## src/rtl/sadc_pkg.sv

```systemverilog
package sadc_pkg;
  localparam int FRAME_LEN  = 16;
  localparam int SAMPLE_LEN = 12;
  localparam int LEAD_LEN   = FRAME_LEN - SAMPLE_LEN;
endpackage

```

## src/rtl/sadc_clk_div.sv

```systemverilog
module sadc_clk_div #(
  parameter int HALF_DIV = 820
) (
  input  logic clk,
  input  logic rst_n,
  output logic sclk,
  output logic fall_ev,
  output logic rise_ev
);
  localparam int CW = (HALF_DIV > 1) ? $clog2(HALF_DIV) : 1;
  localparam logic [CW-1:0] CNT_LAST = CW'(HALF_DIV - 1);

  logic [CW-1:0] cnt;
  logic          tick;

  assign tick = (cnt == CNT_LAST);

  always_ff @(posedge clk or negedge rst_n) begin
    if (!rst_n) begin
      cnt  <= '0;
      sclk <= 1'b1;
    end else if (tick) begin
      cnt  <= '0;
      sclk <= ~sclk;
    end else begin
      cnt <= cnt + 1'b1;
    end
  end

  // events coincide with the edge on which sclk changes
  assign fall_ev = tick & sclk;
  assign rise_ev = tick & ~sclk;
endmodule

```

## src/rtl/sadc_slot_seq.sv

```systemverilog
module sadc_slot_seq #(
  parameter int SLOTS     = 20,
  parameter int FRAME_LEN = 16
) (
  input  logic clk,
  input  logic rst_n,
  input  logic sclk,
  input  logic fall_ev,
  input  logic rise_ev,
  output logic strobe,
  output logic cap_en,
  output logic last_bit
);
  localparam int SW = $clog2(SLOTS);
  localparam logic [SW-1:0] SLOT_LAST  = SW'(SLOTS - 1);
  localparam logic [SW-1:0] SLOT_FRAME = SW'(FRAME_LEN);

  logic [SW-1:0] slot;
  logic [SW-1:0] slot_nxt;

  assign slot_nxt = (slot == SLOT_LAST) ? '0 : slot + 1'b1;

  always_ff @(posedge clk or negedge rst_n) begin
    if (!rst_n) begin
      slot   <= SLOT_LAST;
      strobe <= 1'b0;
    end else if (fall_ev) begin
      slot   <= slot_nxt;
      strobe <= (slot_nxt == '0);
    end
  end

  assign cap_en   = rise_ev && (slot != '0) && (slot <= SLOT_FRAME);
  assign last_bit = rise_ev && (slot == SLOT_FRAME);

  AST_STROBE_ON_FALL: assert property (@(posedge clk) disable iff (!rst_n)
    !$stable(strobe) |-> $fell(sclk));
endmodule

```

## src/rtl/sadc_shift_in.sv

```systemverilog
module sadc_shift_in #(
  parameter int SAMPLE_LEN  = 12,
  parameter int SYNC_STAGES = 2
) (
  input  logic                  clk,
  input  logic                  rst_n,
  input  logic                  sdata,
  input  logic                  cap_en,
  output logic [SAMPLE_LEN-1:0] word
);
  logic [SYNC_STAGES-1:0] sync_q;
  logic [SAMPLE_LEN-2:0]  shreg;
  logic                   bit_in;

  generate
    if (SYNC_STAGES == 1) begin : g_sync1
      always_ff @(posedge clk or negedge rst_n) begin
        if (!rst_n) sync_q <= '0;
        else        sync_q <= sdata;
      end
    end else begin : g_syncn
      always_ff @(posedge clk or negedge rst_n) begin
        if (!rst_n) sync_q <= '0;
        else        sync_q <= {sync_q[SYNC_STAGES-2:0], sdata};
      end
    end
  endgenerate

  assign bit_in = sync_q[SYNC_STAGES-1];

  // leading bits shift out the top and are lost
  always_ff @(posedge clk or negedge rst_n) begin
    if (!rst_n)      shreg <= '0;
    else if (cap_en) shreg <= {shreg[SAMPLE_LEN-3:0], bit_in};
  end

  assign word = {shreg, bit_in};
endmodule

```

## src/rtl/sadc_out_reg.sv

```systemverilog
module sadc_out_reg #(
  parameter int SAMPLE_LEN = 12
) (
  input  logic                  clk,
  input  logic                  rst_n,
  input  logic                  load,
  input  logic [SAMPLE_LEN-1:0] din,
  output logic [SAMPLE_LEN-1:0] data,
  output logic                  valid,
  input  logic                  ready
);
  always_ff @(posedge clk or negedge rst_n) begin
    if (!rst_n) begin
      data  <= '0;
      valid <= 1'b0;
    end else if (load) begin
      data  <= din;
      valid <= 1'b1;
    end else if (valid && ready) begin
      valid <= 1'b0;
    end
  end

  AST_HOLD_STALLED: assert property (@(posedge clk) disable iff (!rst_n)
    (valid && !ready && !load) |=> (valid && $stable(data)));
endmodule

```

## src/rtl/serial_adc_capture.sv

```systemverilog
module serial_adc_capture #(
  parameter int HALF_DIV    = 820,
  parameter int SLOTS       = 20,
  parameter int SYNC_STAGES = 2,
  parameter int FRAME_BITS  = sadc_pkg::FRAME_LEN,
  parameter int SAMPLE_BITS = sadc_pkg::SAMPLE_LEN
) (
  input  logic                   clk,
  input  logic                   rst_n,
  input  logic                   adc_sdata,
  output logic                   adc_sclk,
  output logic                   adc_strobe,
  output logic [SAMPLE_BITS-1:0] smp_data,
  output logic                   smp_valid,
  input  logic                   smp_ready
);
  logic                   fall_ev;
  logic                   rise_ev;
  logic                   cap_en;
  logic                   last_bit;
  logic [SAMPLE_BITS-1:0] word;

  sadc_clk_div #(.HALF_DIV(HALF_DIV)) u_div (
    .clk     (clk),
    .rst_n   (rst_n),
    .sclk    (adc_sclk),
    .fall_ev (fall_ev),
    .rise_ev (rise_ev)
  );

  sadc_slot_seq #(.SLOTS(SLOTS), .FRAME_LEN(FRAME_BITS)) u_seq (
    .clk      (clk),
    .rst_n    (rst_n),
    .sclk     (adc_sclk),
    .fall_ev  (fall_ev),
    .rise_ev  (rise_ev),
    .strobe   (adc_strobe),
    .cap_en   (cap_en),
    .last_bit (last_bit)
  );

  sadc_shift_in #(.SAMPLE_LEN(SAMPLE_BITS), .SYNC_STAGES(SYNC_STAGES)) u_shift (
    .clk    (clk),
    .rst_n  (rst_n),
    .sdata  (adc_sdata),
    .cap_en (cap_en),
    .word   (word)
  );

  sadc_out_reg #(.SAMPLE_LEN(SAMPLE_BITS)) u_out (
    .clk   (clk),
    .rst_n (rst_n),
    .load  (last_bit),
    .din   (word),
    .data  (smp_data),
    .valid (smp_valid),
    .ready (smp_ready)
  );

  AST_VALID_ON_RISE: assert property (@(posedge clk) disable iff (!rst_n)
    $rose(smp_valid) |-> $rose(adc_sclk));
  AST_NO_CAPTURE_IN_STROBE: assert property (@(posedge clk) disable iff (!rst_n)
    cap_en |-> !adc_strobe);
  AST_STROBE_AT_LOW: assert property (@(posedge clk) disable iff (!rst_n)
    $rose(adc_strobe) |-> !adc_sclk);
endmodule

```

## config.mk

```make
export PLATFORM = sky130hd
export DESIGN_NAME = serial_adc_capture
export DESIGN_NICKNAME = d
export VERILOG_FILES = /design/src/rtl/sadc_pkg.sv /design/src/rtl/sadc_clk_div.sv /design/src/rtl/sadc_slot_seq.sv /design/src/rtl/sadc_shift_in.sv /design/src/rtl/sadc_out_reg.sv /design/src/rtl/serial_adc_capture.sv
export SDC_FILE = /design/constraint.sdc
export NUM_CORES = 1
export LEC_CHECK = 0
export BUFFER_PORTS_ARGS = -buffer_cell sky130_fd_sc_hd__buf_2
export CORE_MARGIN = 5
export CORE_UTILIZATION = 53
export CTS_BUF_LIST = sky130_fd_sc_hd__clkbuf_8
export CTS_CLUSTER_SIZE = 30
export DETAILED_ROUTE_END_ITERATION = 7
export GPL_TIMING_DRIVEN = 0
export HOLD_SLACK_MARGIN = 0.1
export PLACE_DENSITY = 0.74
export SETUP_SLACK_MARGIN = 0.4
export SLEW_MARGIN = 20
export SYNTH_ARGS = -nofsm -noshare
export SYNTH_HDL_FRONTEND = slang
export SYNTH_SLANG_ARGS = --single-unit
```

## constraint.sdc

```tcl
create_clock -name clk -period 2.2 [get_ports clk]
set_clock_uncertainty 0.15 [all_clocks]
set_input_delay 0.33 -clock clk [delete_from_list [all_inputs] [get_ports clk]]
set_output_delay 0.33 -clock clk [all_outputs]
set_load 0.05 [all_outputs]
```

; Word level (Yosys, flattened, before mapping)
; Cells that the tools add are included.
[totals]
out_inout_bits = 15
in_bits = 4
regBits = 43
[op_classes]
n_eq_ne = 3
n_reduce_logical = 7
n_bitwise = 3
muxes = 4
addsub = 2
n_lt_le_gt_ge = 1
[op_table]
columns = op, n
row1 = $add A10 B1 Y10 const B, 1
row2 = $eq A10 B10 Y1 const B, 1
row3 = $eq A5 B5 Y1 const B, 2
row4 = $mux W10, 1
row5 = $add A5 B1 Y5 const B, 1
row6 = $le A5 B5 Y1 const B, 1
row7 = $logic_not A5 Y1, 1
row8 = $mux W5, 1
row9 = $reduce_bool A5 Y1, 1
row10 = $logic_and A1 B1 Y1, 4
row11 = $and A1 B1 Y1, 2
row12 = $mux W1, 2
row13 = $reduce_bool A2 Y1, 1
row14 = $not A1 Y1, 1

; Depth between registers and ports, before layout
[logic_depth]
depth_word = 4
ltp_mapped = 7
ltp_nobuf = 6

; Modules after synthesis
; Synthesis repeated with hierarchy kept, for this count alone.
[unflattened]
cells_unflattened = 143
area_unflattened_um2 = 1968.1
[modules_own_cells]
columns = module, seq_area_each_um2, cells_per_inst, area_each_um2, n_inst
row1 = sadc_clk_div, 276.5, 46, 533.0, 1
row2 = sadc_out_reg, 325.3, 28, 518.0, 1
row3 = sadc_shift_in, 325.3, 26, 505.5, 1
row4 = sadc_slot_seq, 153.9, 43, 411.6, 1

; Worst setup path after synthesis
; OpenSTA, ideal clock, no wires.
[synth_path]
path_type = register -> register
start = register u_div.cnt[0]
end = register u_out.data[10]
stages_incl_launch_ff = 7
n_path_buf = 1
period_less_slack_ns = 2.001
setup_slack_ns = 0.199
setup_ns = 0.125
arrival_time_ns = 1.726
cell_sequence = dfrtp_1 ha_1 nor3b_1 nand3_1 and4bb_2 buf_4 mux2_2
[synth_between]
elab_chain_cells = 3
[synth_lines]
columns = item, line
row1 = start: declaration, sadc_clk_div.sv:13  ; logic [CW-1:0] cnt;
row2 = start signal: assignment, sadc_clk_div.sv:26  ; cnt <= cnt + 1'b1;
row3 = $eq A10 B10 Y1, sadc_clk_div.sv:16  ; assign tick = (cnt == CNT_LAST);
row4 = $and A1 B1 Y1, sadc_clk_div.sv:32  ; assign rise_ev = tick & ~sclk;
row5 = $logic_and A1 B1 Y1, sadc_slot_seq.sv:34  ; assign last_bit = rise_ev && (slot == SLOT_FRAME);
row6 = end signal: assignment, sadc_out_reg.sv:17  ; data <= din;
row7 = end: declaration, sadc_out_reg.sv:8  ; output logic [SAMPLE_LEN-1:0] data,
; No other way between the ends.
; A chain may end at the register's enable or synchronous reset.

; Worst setup path in the final report
[layout_path]
start = register u_seq.slot[1]
end = register u_shift.shreg[0]
[layout_between]
elab_chain_cells = 3
elab_cells_between_ends = 4
[layout_lines]
columns = item, line
row1 = start: declaration, sadc_slot_seq.sv:18  ; logic [SW-1:0] slot;
row2 = start signal: assignment, sadc_slot_seq.sv:28  ; slot <= slot_nxt;
row3 = "parallel branches: the longest is 2 deep, another holds $le A5 B5 Y1", --
row4 = $logic_and A1 B1 Y1 *, sadc_slot_seq.sv:33  ; assign cap_en = rise_ev && (slot != '0) && (slot <= SLOT_FRAME);
row5 = end signal: assignment, sadc_shift_in.sv:34  ; else if (cap_en) shreg <= {shreg[SAMPLE_LEN-3:0], bit_in};
row6 = end: declaration, sadc_shift_in.sv:12  ; logic [SAMPLE_LEN-2:0] shreg;
; Mark *: on every way between the ends.

==> impl_metrics.csv <==
group,metric,value,unit
run_status,status,"complete, no violations",
synth,avgSynthCellArea,13.23,um^2
min_path,holdCritPathClass,"input port to register",
synth,ys_top_cells_by_count,"dfrtp_1, mux2_2, mux2_4",
clocking,clock-sinks,43,
critical_path,startpoint_type,"register",
detailed_routing,drc_errors,0,
detailed_routing,drt-initial-drc-count,95,
clocking,numCtsBuffers,5,
clocking,h-tree-depth,2,
placed_design,port_buffers,18,
synth,netlist_area,0.001932,mm^2
power_and_ir_drop,combPwrFrac,0.014,
critical_path,cp.required,2.23,ns
power_and_ir_drop,powerDensity,535.0,mW/mm^2
power_and_ir_drop,ir_drop,0.0003703,V
global_route,grt_pass1_vias,1296,
critical_path,cp_data_arrival_time,1.99,ns
finish,drive_gt1_frac,0.4949,
timing,hold_ws,0.1603,ns
timing,finalCritPeriodShare,0.8906,
finish,fin_cells,244,
detailed_routing,top_layer_used,"met4",
timing,finalSetupViolations,0,
synth,ys_async_sr_fraction,1.000,
synth,synthFlopType,"dfrtp_1",
clocking,clock_path_buffers,2,
detailed_routing,wl_met1,1633,um
timing,clock.fmax,510.4,MHz
synth,synth.distinct_cells,38,
power_and_ir_drop,power_frac_clock,0.406,
detailed_routing,ant_nets,0,
timing,drv_slew,0,
critical_path,crit_path_max_fanout,5,
global_route,track_usage,0.1583,
power_and_ir_drop,p_int,1.082,mW
detailed_routing,vias,1292,
global_route,antenna_found_initial,0,
flow_run,drv_cap,0,
power_and_ir_drop,p_sw,0.2859,mW
clocking,cts_tree,"done",
detailed_routing,via_per_inst,5.295,
detailed_routing,wl_per_cell,15.47,um
synth,synth_edf_count,0,
detailed_routing,met3RoutedLength,131,um
finish,nets,203,
finish,n_antenna_cell,0,
detailed_routing,wl_met2,1906,um
power_and_ir_drop,p_leak,1.285,nW
min_path,hp-start,"smp_ready",
clocking,clkLatencyLatePin,0.30,ns
synth,synth_top_area_frac,0.5052,
power_and_ir_drop,switching_share,0.2091,
global_route,grt_start_max_net_pins,44,
global_route,grt_pass1_wl,6030,um
synth,yosysMostFrequentCell,"dfrtp_1",
timing,setup_tns,0,ns
synth,seq_area_frac_synth,0.5596,
synth,synth_area_leaders,"dfrtp_1, mux2_2, mux2_4",
critical_path,crit_start,"u_seq.slot[1]",
critical_path,setup.worst_path.end_class,"register",
synth,synth_top_area_cell,"dfrtp_1",
floorplan,die-area,0.004953,mm^2
floorplan,rows,22,
placed_design,post-dp-hpwl,2334,um
clocking,clkSlewWorstSetupHoldPaths,0.08,ns
floorplan,die_width,70.38,um
timing,worstMarginPinSlew,0.9071,ns
placed_design,place_inst,212,
critical_path,timing.rr.start,"u_seq.slot[1]",
floorplan,die_h,70.38,um
synth,ys_ff_latch,43,
placed_design,place.gp.congestion,0.8493,
floorplan,core-area,0.003606,mm^2
synth,syn_inst,146,
synth,syn_nets,154,
global_route,globalRouteOverflowTotal,0,
clocking,root_buffer,"clkbuf_8",
critical_path,crit_type,"register to register",
timing,fin_crit,1.959,ns
detailed_routing,firstDrtPassIters,4,
detailed_routing,wl,3774,um
timing,hold_violations,0,
timing,slew_headroom,0.3952,
synth,ys_warn_count,0,
finish,area_growth_syn_to_layout,32.32,%
power_and_ir_drop,seqPwrFrac,0.580,
floorplan,io_pins,19,
timing,rsz0062_at_grt,"true",
floorplan,initial_core_util,0.5357,
## path summary, 6_finish.rpt
check	to	slack, ns	cells past startpoint
max	u_shift.shreg[0]	0.24	7
min	u_out.valid	0.16	3
max reg2reg	u_shift.shreg[0]	0.24	7
min reg2reg	u_shift.sync_q[1]	0.20	0
max in group asynchronous	u_div.cnt[1]	0.79	2
min in group asynchronous	u_out.data[7]	0.53	2
## repair_timing
action / in CTS / in global routing
setup endpoints to repair: 26 / 28
pin swaps: 5 / 4
hold buffers: 2 / 0
resized for setup: 13 / 20
hold endpoints to repair: 40 / 0
buffers inserted: 10 / 10
gates cloned: 1 / 1
## power by group through the flow
stage | logic [mW] | clock network, mW | registers [mW]
floorplan | 0.000407 | 0 | 0.808
global placement | 0.0173 | 0 | 0.808
detailed placement | 0.0182 | 0 | 0.808
CTS | 0.0208 | 0.564 | 0.793
global route | 0.0243 | 0.611 | 0.793
finish | 0.0194 | 0.556 | 0.793
## critical path, cell delays in order, from the launching register on
cell and delay (ns):
dfstp_2 0.55, inv_2 0.05, ha_4 0.15, nor3b_4 0.14, xnor2_1 0.15, nand3b_1 0.18, buf_6 0.19, mux2_4 0.29
## through the flow
step	cell area (um^2)	power [mW]	setup WS [ns]	util
6_report	2556	1.368	0.2407	0.7089
2_1_floorplan	1969	0.8084	0.3045	-
3_5_place_dp	2120	0.8262	0.1351	0.5878
5_1_grt	2556	1.428	0.1702	0.7089
3_3_place_gp	2120	0.8252	0.1817	0.5878
4_1_cts	2384	1.377	0.2448	0.6610
## cell type report
class | instances | area (um^2)
Buffer | 7 | 71.32
Clock buffer | 7 | 96.34
Clock inverter | 1 | 7.507
Fill cell | 253 | 1050
Inverter | 6 | 22.52
Multi-Input combinational cell | 90 | 909.6
Sequential cell | 43 | 1081
Tap cell | 48 | 60.06
Timing Repair Buffer | 42 | 307.8
## cell usage in the layout, fill, tap and decap left out, types with 3 or more instances in the layout
| master | n |
|---|---|
| xor2_1 | 4 |
| nor2_1 | 7 |
| mux2_2 | 3 |
| buf_6 | 5 |
| dfrtp_1 | 39 |
| inv_1 | 4 |
| ha_4 | 3 |
| xnor2_1 | 5 |
| buf_4 | 17 |
| mux2_4 | 22 |
| buf_2 | 19 |
| dfstp_2 | 4 |
| nand3_1 | 5 |
| clkbuf_8 | 8 |
| nand2b_1 | 3 |
| nand2_1 | 3 |
| o21ai_0 | 3 |
## per-layer routing
layer,up-vias,GRT usage
li1,607,-
met1,646,0.1851
met2,28,0.2651
met3,11,0.03453
met4,0,0.09149
met5,-,0
## state kept, by name, indices dropped and copies added (netlist names)
name            flops
u_out.data         12
u_seq.slot          5
u_out.valid         1
u_seq.strobe        1
u_div.cnt          10
u_shift.shreg      11
u_shift.sync_q      2
u_div.sclk          1
## cells by family after synthesis
| logic type | count (synthesis) | share of synthesized area |
|---|---|---|
| buf+inv | 13 | 0.03238 |
| simple gates | 39 | 0.1289 |
| compound gates | 13 | 0.04728 |
| flops | 43 | 0.5596 |
| xor+xnor | 9 | 0.04080 |
| fa+ha+maj | 4 | 0.02591 |
| mux | 25 | 0.1652 |
No activity file was read; power rests on OpenSTA's default activity.
